File: src/rtl/pmc_pkg.sv
package pmc_pkg;

    typedef enum logic [1:0] {
        MODE_NORMAL = 2'd0,
        MODE_SLEEP  = 2'd1,
        MODE_DEEP   = 2'd2,
        MODE_SHUT   = 2'd3
    } pmc_mode_e;

    typedef enum logic [2:0] {
        ST_NORMAL,
        ST_SLEEP,
        ST_DEEP,
        ST_VMEAS,
        ST_VWAIT,
        ST_SHUT
    } pmc_state_e;

    // Condition flags produced by the sample evaluator
    typedef struct packed {
        logic cur_over;
        logic pack_high;
        logic sd_trip;
    } pmc_eval_t;

    // Enables driven out of the block
    typedef struct packed {
        logic chg;
        logic dsg;
        logic prot;
        logic meas;
    } pmc_drive_t;

    function automatic pmc_mode_e state_to_mode(pmc_state_e s);
        case (s)
            ST_NORMAL:          return MODE_NORMAL;
            ST_SLEEP:           return MODE_SLEEP;
            ST_DEEP, ST_VMEAS,
            ST_VWAIT:           return MODE_DEEP;
            default:            return MODE_SHUT;
        endcase
    endfunction

    function automatic pmc_drive_t drive_for(pmc_state_e s, logic chg_sleep);
        pmc_drive_t d;
        d = '0;
        case (s)
            ST_NORMAL: begin
                d.chg  = 1'b1;
                d.dsg  = 1'b1;
                d.prot = 1'b1;
                d.meas = 1'b1;
            end
            ST_SLEEP: begin
                d.chg  = chg_sleep;
                d.dsg  = 1'b1;
                d.prot = 1'b1;
                d.meas = 1'b1;
            end
            ST_VMEAS, ST_VWAIT: begin
                d.prot = 1'b1;
                d.meas = 1'b1;
            end
            default: d = '0;
        endcase
        return d;
    endfunction

endpackage

File: src/rtl/pmc_tick_cnt.sv
// Saturating tick counter with synchronous clear (clear wins over count).
module pmc_tick_cnt #(
    parameter int W = 16
) (
    input  logic         clk,
    input  logic         rst,
    input  logic         clr,
    input  logic         tick,
    output logic [W-1:0] cnt
);
    always_ff @(posedge clk) begin
        if (rst || clr)
            cnt <= '0;
        else if (tick && (cnt != {W{1'b1}}))
            cnt <= cnt + 1'b1;
    end
endmodule

File: src/rtl/pmc_cell_min.sv
// Minimum over the cells whose interconnect flag is clear.
module pmc_cell_min #(
    parameter int NCELL = 4,
    parameter int VW    = 16
) (
    input  logic [NCELL*VW-1:0] cell_v,
    input  logic [NCELL-1:0]    icon_mask,
    output logic [VW-1:0]       min_v,
    output logic                have_cell
);
    logic [VW-1:0] run  [0:NCELL];
    logic          seen [0:NCELL];

    assign run[0]  = {VW{1'b1}};
    assign seen[0] = 1'b0;

    for (genvar g = 0; g < NCELL; g++) begin : g_cell
        logic [VW-1:0] v;
        logic          take;
        assign v          = cell_v[g*VW +: VW];
        assign take       = !icon_mask[g] && (v < run[g]);
        assign run[g+1]   = take ? v : run[g];
        assign seen[g+1]  = seen[g] | !icon_mask[g];
    end

    assign min_v     = run[NCELL];
    assign have_cell = seen[NCELL];
endmodule

File: src/rtl/pmc_eval.sv
// Threshold comparisons on the current, pack, stack and cell samples.
module pmc_eval
    import pmc_pkg::*;
#(
    parameter int IW = 16,
    parameter int VW = 16
) (
    input  logic signed [IW-1:0] cur_sample,
    input  logic [IW-1:0]        cfg_cur_thr,
    input  logic [VW-1:0]        pack_v,
    input  logic [VW-1:0]        stack_v,
    input  logic [VW-1:0]        cfg_pack_delta,
    input  logic [VW-1:0]        cfg_stack_wake,
    input  logic [VW-1:0]        cfg_stack_sd,
    input  logic [VW-1:0]        min_cell,
    input  logic                 have_cell,
    input  logic [VW-1:0]        cfg_cell_sd,
    output pmc_eval_t            ev
);
    logic signed [IW:0] cur_x;
    logic [IW:0]        mag;
    logic [VW:0]        stack_plus;

    assign cur_x      = {cur_sample[IW-1], cur_sample};
    assign mag        = cur_x[IW] ? IW'(0) - cur_x : cur_x;
    assign stack_plus = {1'b0, stack_v} + {1'b0, cfg_pack_delta};

    always_comb begin
        ev.cur_over  = mag > {1'b0, cfg_cur_thr};
        ev.pack_high = ({1'b0, pack_v} > stack_plus) && (stack_v < cfg_stack_wake);
        ev.sd_trip   = (stack_v < cfg_stack_sd) || (have_cell && (min_cell < cfg_cell_sd));
    end
endmodule

File: src/rtl/pmc_hyst.sv
// Seconds hold-off started on each wake; blocks sleep entry while running.
module pmc_hyst #(
    parameter int MS_PER_S = 1000,
    parameter int SW       = 8
) (
    input  logic          clk,
    input  logic          rst,
    input  logic          arm,
    input  logic          tick,
    input  logic [SW-1:0] hyst_s,
    output logic          hold
);
    localparam int MW = $clog2(MS_PER_S + 1);

    logic [MW-1:0] ms_q;
    logic [SW-1:0] sec_q;
    logic          active_q;

    always_ff @(posedge clk) begin
        if (rst) begin
            ms_q     <= '0;
            sec_q    <= '0;
            active_q <= 1'b0;
        end else if (arm) begin
            ms_q     <= '0;
            sec_q    <= '0;
            active_q <= 1'b1;
        end else if (tick && active_q) begin
            if (ms_q == MW'(MS_PER_S - 1)) begin
                ms_q <= '0;
                if (sec_q != {SW{1'b1}})
                    sec_q <= sec_q + 1'b1;
            end else begin
                ms_q <= ms_q + 1'b1;
            end
        end
    end

    assign hold = active_q && (sec_q < hyst_s);
endmodule

File: src/rtl/pwr_mode_ctrl.sv
module pwr_mode_ctrl
    import pmc_pkg::*;
#(
    parameter int IW       = 16,
    parameter int VW       = 16,
    parameter int NCELL    = 4,
    parameter int TW       = 16,
    parameter int SW       = 8,
    parameter int PRESS_MS = 1000,
    parameter int MS_PER_S = 1000
) (
    input  logic                 clk,
    input  logic                 rst,
    input  logic                 tick_1ms,
    input  logic signed [IW-1:0] cur_sample,
    input  logic                 lp_valid,
    input  logic                 meas_done,
    input  logic [VW-1:0]        pack_v,
    input  logic [VW-1:0]        stack_v,
    input  logic [VW-1:0]        bat_v,
    input  logic [NCELL*VW-1:0]  cell_v,
    input  logic [NCELL-1:0]     icon_mask,
    input  logic                 sleep_req,
    input  logic                 cmd_deep_enter,
    input  logic                 cmd_deep_exit,
    input  logic                 cmd_shutdown,
    input  logic                 rst_pin,
    input  logic                 ld_above,
    input  logic [IW-1:0]        cfg_cur_thr,
    input  logic [VW-1:0]        cfg_pack_delta,
    input  logic [VW-1:0]        cfg_stack_wake,
    input  logic [VW-1:0]        cfg_stack_sd,
    input  logic [VW-1:0]        cfg_cell_sd,
    input  logic [VW-1:0]        cfg_por_lvl,
    input  logic [VW-1:0]        cfg_por_hys,
    input  logic [TW-1:0]        cfg_lp_period,
    input  logic [TW-1:0]        cfg_valid_ms,
    input  logic [SW-1:0]        cfg_hyst_s,
    input  logic                 cfg_chg_sleep,
    output logic [1:0]           mode,
    output logic                 chg_en,
    output logic                 dsg_en,
    output logic                 prot_en,
    output logic                 meas_en,
    output logic                 lp_req,
    output logic                 meas_req,
    output logic                 sd_start
);
    localparam int PW = $clog2(PRESS_MS + 1);

    pmc_state_e    state_q, state_d;
    pmc_eval_t     ev;
    pmc_drive_t    drv;
    logic [VW-1:0] min_cell;
    logic          have_cell;
    logic [TW-1:0] lp_cnt, v_cnt;
    logic [PW-1:0] press_cnt;
    logic          ld_prev_q, pin_prev_q, lp_req_q, sd_start_q;
    logic          lp_fire, hyst_hold, hyst_arm;
    logic          bat_low, ld_rise, short_release, sd_event, deep_exit;
    logic [VW:0]   bat_plus;

    // ---------------- sample evaluation ----------------
    pmc_cell_min #(.NCELL(NCELL), .VW(VW)) i_cell_min (
        .cell_v    (cell_v),
        .icon_mask (icon_mask),
        .min_v     (min_cell),
        .have_cell (have_cell)
    );

    pmc_eval #(.IW(IW), .VW(VW)) i_eval (
        .cur_sample     (cur_sample),
        .cfg_cur_thr    (cfg_cur_thr),
        .pack_v         (pack_v),
        .stack_v        (stack_v),
        .cfg_pack_delta (cfg_pack_delta),
        .cfg_stack_wake (cfg_stack_wake),
        .cfg_stack_sd   (cfg_stack_sd),
        .min_cell       (min_cell),
        .have_cell      (have_cell),
        .cfg_cell_sd    (cfg_cell_sd),
        .ev             (ev)
    );

    assign bat_plus = {1'b0, bat_v} + {1'b0, cfg_por_hys};
    assign bat_low  = bat_plus < {1'b0, cfg_por_lvl};

    // ---------------- timers ----------------
    assign lp_fire = (state_q == ST_SLEEP) && tick_1ms &&
                     (({1'b0, lp_cnt} + 1'b1) >= {1'b0, cfg_lp_period});

    pmc_tick_cnt #(.W(TW)) i_lp_cnt (
        .clk  (clk),
        .rst  (rst),
        .clr  ((state_q != ST_SLEEP) || lp_fire),
        .tick (tick_1ms),
        .cnt  (lp_cnt)
    );

    pmc_tick_cnt #(.W(TW)) i_valid_cnt (
        .clk  (clk),
        .rst  (rst),
        .clr  (state_q != ST_VWAIT),
        .tick (tick_1ms),
        .cnt  (v_cnt)
    );

    pmc_tick_cnt #(.W(PW)) i_press_cnt (
        .clk  (clk),
        .rst  (rst),
        .clr  (!rst_pin),
        .tick (tick_1ms),
        .cnt  (press_cnt)
    );

    assign hyst_arm = (state_d == ST_NORMAL) && (state_q != ST_NORMAL);

    pmc_hyst #(.MS_PER_S(MS_PER_S), .SW(SW)) i_hyst (
        .clk    (clk),
        .rst    (rst),
        .arm    (hyst_arm),
        .tick   (tick_1ms),
        .hyst_s (cfg_hyst_s),
        .hold   (hyst_hold)
    );

    // ---------------- edge detection ----------------
    assign ld_rise       = ld_above && !ld_prev_q;
    assign short_release = pin_prev_q && !rst_pin && (press_cnt < PW'(PRESS_MS));
    assign deep_exit     = cmd_deep_exit || short_release || ld_rise;
    assign sd_event      = meas_done && ev.sd_trip;

    // ---------------- next mode ----------------
    always_comb begin
        state_d = state_q;
        case (state_q)
            ST_NORMAL: begin
                if (cmd_shutdown || sd_event)
                    state_d = ST_SHUT;
                else if (cmd_deep_enter)
                    state_d = ST_DEEP;
                else if (sleep_req && !hyst_hold)
                    state_d = ST_SLEEP;
            end
            ST_SLEEP: begin
                if (cmd_shutdown || sd_event)
                    state_d = ST_SHUT;
                else if (cmd_deep_enter)
                    state_d = ST_DEEP;
                else if ((lp_valid && ev.cur_over) ||
                         (meas_done && (ev.cur_over || ev.pack_high)))
                    state_d = ST_NORMAL;
            end
            ST_DEEP: begin
                if (bat_low)
                    state_d = ST_SHUT;
                else if (deep_exit)
                    state_d = ST_VMEAS;
            end
            ST_VMEAS: begin
                if (meas_done)
                    state_d = ev.sd_trip ? ST_SHUT : ST_VWAIT;
            end
            ST_VWAIT: begin
                if (v_cnt >= cfg_valid_ms)
                    state_d = ST_NORMAL;
            end
            default: state_d = ST_SHUT;
        endcase
    end

    always_ff @(posedge clk) begin
        if (rst) begin
            state_q    <= ST_NORMAL;
            ld_prev_q  <= 1'b0;
            pin_prev_q <= 1'b0;
            lp_req_q   <= 1'b0;
            sd_start_q <= 1'b0;
        end else begin
            state_q    <= state_d;
            ld_prev_q  <= ld_above;
            pin_prev_q <= rst_pin;
            lp_req_q   <= lp_fire;
            sd_start_q <= (state_d == ST_SHUT) && (state_q != ST_SHUT);
        end
    end

    // ---------------- outputs ----------------
    assign drv      = drive_for(state_q, cfg_chg_sleep);
    assign mode     = state_to_mode(state_q);
    assign chg_en   = drv.chg;
    assign dsg_en   = drv.dsg;
    assign prot_en  = drv.prot;
    assign meas_en  = drv.meas;
    assign lp_req   = lp_req_q;
    assign meas_req = (state_q == ST_VMEAS);
    assign sd_start = sd_start_q;
endmodule

File: config.mk
export PLATFORM = sky130hd
export DESIGN_NAME = pwr_mode_ctrl
export DESIGN_NICKNAME = d
export VERILOG_FILES = /design/src/rtl/pmc_pkg.sv /design/src/rtl/pmc_tick_cnt.sv /design/src/rtl/pmc_cell_min.sv /design/src/rtl/pmc_eval.sv /design/src/rtl/pmc_hyst.sv /design/src/rtl/pwr_mode_ctrl.sv
export SDC_FILE = /design/constraint.sdc
export NUM_CORES = 1
export LEC_CHECK = 0
export ABC_AREA = 0
export BUFFER_PORTS_ARGS = -buffer_cell sky130_fd_sc_hd__buf_2
export CAP_MARGIN = 10
export CORE_AREA = 2 2 141 143
export DETAILED_ROUTE_END_ITERATION = 16
export DIE_AREA = 0 0 143 145
export GPL_TIMING_DRIVEN = 0
export PLACE_DENSITY = 0.83
export SYNTH_ARGS = -nofsm -noshare
export SYNTH_HDL_FRONTEND = slang
export SYNTH_SLANG_ARGS = --single-unit
File: constraint.sdc
create_clock -name clk -period 12.8 [get_ports clk]
set_input_delay 1.92 -clock clk [delete_from_list [all_inputs] [get_ports clk]]
set_output_delay 1.92 -clock clk [all_outputs]
set_load 0.01 [all_outputs]
==> summary.txt <==
Setup path
  • Setup crit start kind: input port
  • Crit path max-delay cell type: a2111oi_0
  • CP max FO: 10
  • Worst Path Required: about 13 ns
  • Critical path type: in -> reg
  • Setup crit end kind: flip-flop
  • Worst path most repeated cell: a21oi_1
  • Slowest cell delay on critical path: ~0.74 ns
  • Crit path DAT: between 10 and 15 ns

STA
  • Final-report hold violation count: 0
  • Fin crit share: between 80% and 90%
  • Post-route setup slack: between 1.5 and 2 ns
  • Final TNS setup: 0 ns
  • Final Slew Violations: 0
  • Slew of the pin with the lowest slew margin: between 0.9 and 1 ns
  • Final Skew: roughly 0.0046 ns
  • Peak Freq: between 0.09 and 0.1 GHz
  • Rel. slew slack: 38.4%
  • RSZ-0062 raised after global routing: false
  • # setup viols final: 0
  • Fin crit period: approximately 11 ns

Die
  • Die area: 20,700 um2
  • Die X: 143 um
  • Starting Density: a little over half
  • Cell Rows: 51
  • Core footprint: about 19,000 um2
  • Total I/O pin count: between 300 and 400
  • Die Y: approximately 150 um

Hold path
  • Worst hold path class: reg -> reg

Clocking
  • Worst-Skew Late Latency: between 0.3 and 0.4 ns
  • CTS tree: yes
  • Hold buffers post-CTS: 0
  • Clk root buf: clkbuf_16
  • Clk buf depth: 2
  • CTS clk-pin slew, worst paths: approximately 0.060 ns
  • H-Tree Depth: 3
  • Sink Count: between 60 and 70
  • TritonCTS Buffers: 9
  • Cts repair resizes: 0
  • Setup Fix Bufs, Post-CTS: 0

Logic synthesis
  • Syn Nets: 1,841
  • Post-synthesis mux area share: between 3 and 4%
  • Syn_area_per_cell: 7.62 um2
  • Async SR Flop Fraction: 0%
  • Xor and xnor fraction of the mapped netlist area: 8.81%
  • EDFF count, synth: 0
  • Seq/Total Area, Yosys: around 13%
  • Post-synthesis cell type count: 79
  • Mapped Cells: about 1,300
  • Post-synthesis compound-gate area fraction: between 20% and 30%
  • Post-synthesis simple-gate area fraction: between 10% and 20%
  • Adder-cell share of the synthesized area: a little over a quarter
  • Syn. warnings: 0
  • Largest family of logic cells by synthesized area: adder cells
  • Synth Register Bits: 68
  • Cell area after synthesis: 10,100 um2
  • Ys flop type: dfxtp_1

Placement
  • GPL Wtd Cong: 0.967
  • Pre-CTS WS: about 1.4 ns
  • Post-DP HPWL: about 25 mm
  • Number of port buffers: between 300 and 400

Global routing
  • Initial antenna violation count: 5
  • Vias in the first global route: 10,400
  • First-pass GRT wire length: 46.8 mm
  • GRT Total Usage: ~27%
  • Remaining global-route overflow: 0
  • Largest net degree at the start of global routing: 12

Drt
  • Initial drt markers: ~380
  • Vias per cell: ~5.6
  • DRC violations left: 0
  • Antenna-violating nets left: 0
  • DR vias: approximately 11,000
  • Post-DR wirelength/cell: 15.3 um
  • 1st-pass router iterations: 5
  • Post-Route WL: about 29 mm

Final layout
  • Layout cells sized above 1: between 20% and 30%
  • Layout net count: ~2,200
  • Layout area overhead: 21.1%
  • Filler cells: 1,705

Pwr
  • Pleak: 6.45 nW
  • Max VDD drop: 0.0721 mV
  • Pwr Density: approximately 73 nW/um2

Flow run
  • MaxCap Viol Count: 0

Outcome
  • Status: finished, final reports clean
## path summary, 6_finish.rpt
check | from | to | slack [ns] | depth (start not counted)
worst min-delay path | i_press_cnt.cnt[1]$_SDFFE_PP0P_ | i_press_cnt.cnt[1]$_SDFFE_PP0P_ | 0.48 | 2
worst max register to register | i_lp_cnt.cnt[0]$_SDFFE_PP0P_ | i_lp_cnt.cnt[14]$_SDFFE_PP0P_ | 8.50 | 18
worst max-delay path | cell_v[1] | i_hyst.sec_q[3]$_SDFFE_PP0P_ | 1.69 | 43
worst min register to register | i_press_cnt.cnt[1]$_SDFFE_PP0P_ | i_press_cnt.cnt[1]$_SDFFE_PP0P_ | 0.48 | 2
## power breakdown
group	internal (mW)	switching [mW]	leakage, nW
registers	0.217	0.00515	0.549
clock network	0.154	0.0920	0.144
logic	0.191	0.242	5.75
total	0.562	0.339	6.45
## cells in the final DEF (no fill, tap or decap), drive strengths merged, types with 8 or more instances in the layout
cell type  Yosys  layout
a211oi        30      30
a21o          27      27
a21oi         89      89
a31oi         14      14
and3          15      15
buf            9     310
clkbuf        12      22
dfxtp         68      68
ha           212     212
inv          176     176
mux2i         35      35
nand2         95      95
nand2b        16      16
nand3         31      31
nand4         48      48
nor2         121     121
nor2b         18      18
nor3          22      22
o211ai         8       8
o21a          18      18
o21ai         57      57
o21bai        10      10
or3           12      12
xnor2         50      50
xor2          52      52
## layout make-up
cell class                      count  area, um2  area share, %
Multi-Input combinational cell   1066       8010           65.2
Timing Repair Buffer              301       1510           12.3
Sequential cell                    68       1360           11.1
Inverter                          176        661           5.38
Tap cell                          265        332           2.70
Clock buffer                       10        239           1.95
Buffer                             21        111          0.906
Clock inverter                      5       52.6          0.428
Antenna cell                        5       12.5          0.102
## critical path: cells and delay by family
kind,cells,cell delay [ns]
AO/OA/AOI/OAI,19,4.61
AND/OR/NAND/NOR,11,1.54
buffers and inverters,7,1.55
multiplexers,2,0.48
adder cells (fa/ha/maj),4,1.20
## logic make-up after synthesis
logic type	Yosys count
flops	68
fa+ha+maj	214
buf+inv	197
simple gates	408
mux	35
xor+xnor	102
compound gates	307
## registers in the layout, indices dropped and copies added, names as in the netlist
register and cells:
i_valid_cnt.cnt 16, i_press_cnt.cnt 10, i_lp_cnt.cnt 16, i_hyst.active_q 1, ld_prev_q 1, i_hyst.sec_q 8, lp_req 1, state_q 3
pin_prev_q 1, sd_start 1, i_hyst.ms_q 10
## synthesized netlist by cell type (3+ instances only)
master | instances | area share, %
inv_1 | 176 | 6.5
buf_2 | 4 | 0.20
xnor2_1 | 50 | 4.3
nor2b_1 | 18 | 1.1
o21ai_1 | 3 | 0.15
o211ai_1 | 6 | 0.44
and2_1 | 5 | 0.31
nor3_1 | 22 | 1.1
a21o_1 | 27 | 2.0
and3_1 | 15 | 0.93
nand2b_1 | 16 | 0.99
or3_1 | 12 | 0.74
a21oi_1 | 89 | 4.4
a2111oi_0 | 5 | 0.43
clkbuf_1 | 12 | 0.44
o21bai_1 | 10 | 0.74
or2_2 | 3 | 0.19
o21ai_0 | 54 | 2.7
o2111ai_1 | 6 | 0.52
dfxtp_1 | 68 | 13
a31oi_1 | 13 | 0.80
or4_1 | 5 | 0.37
a211o_1 | 4 | 0.35
o31ai_1 | 5 | 0.37
mux2i_1 | 35 | 3.5
o21a_1 | 18 | 1.3
nor2_1 | 120 | 4.4
ha_1 | 212 | 26
a211oi_1 | 29 | 2.1
o41ai_1 | 4 | 0.35
nand2_1 | 95 | 3.5
nand4_1 | 46 | 2.8
xor2_1 | 52 | 4.5
nor4_1 | 4 | 0.25
nand3_1 | 31 | 1.5
buf_4 | 3 | 0.22
## stage by stage
stage               instance area [um2]  hold slack [ns]  power (mW)  utilization, %  std cells
CTS                               12300            0.480       0.902            63.9       1912
floorplan                         10100            0.450       0.514               -       1331
finish                            12300            0.475       0.902            64.0       1917
global route                      12300            0.516       0.970            63.9       1915
global placement                  12000            0.469       0.642            62.4       1897
detailed placement                12000            0.478       0.656            62.4       1897
## routing by layer
| layer | part of all wire, % | GRT usage, % | up-vias | wire length (um) |
|---|---|---|---|---|
| li1 | - | - | 5403 | - |
| met1 | 43 | 31.9 | 4909 | 12500 |
| met2 | 48 | 49.4 | 308 | 14100 |
| met3 | 5.9 | 5.64 | 69 | 1730 |
| met4 | 2.9 | 8.86 | 0 | 844 |
| met5 | 0 | 0 | - | 0 |
No activity file was read; power rests on OpenSTA's default activity.
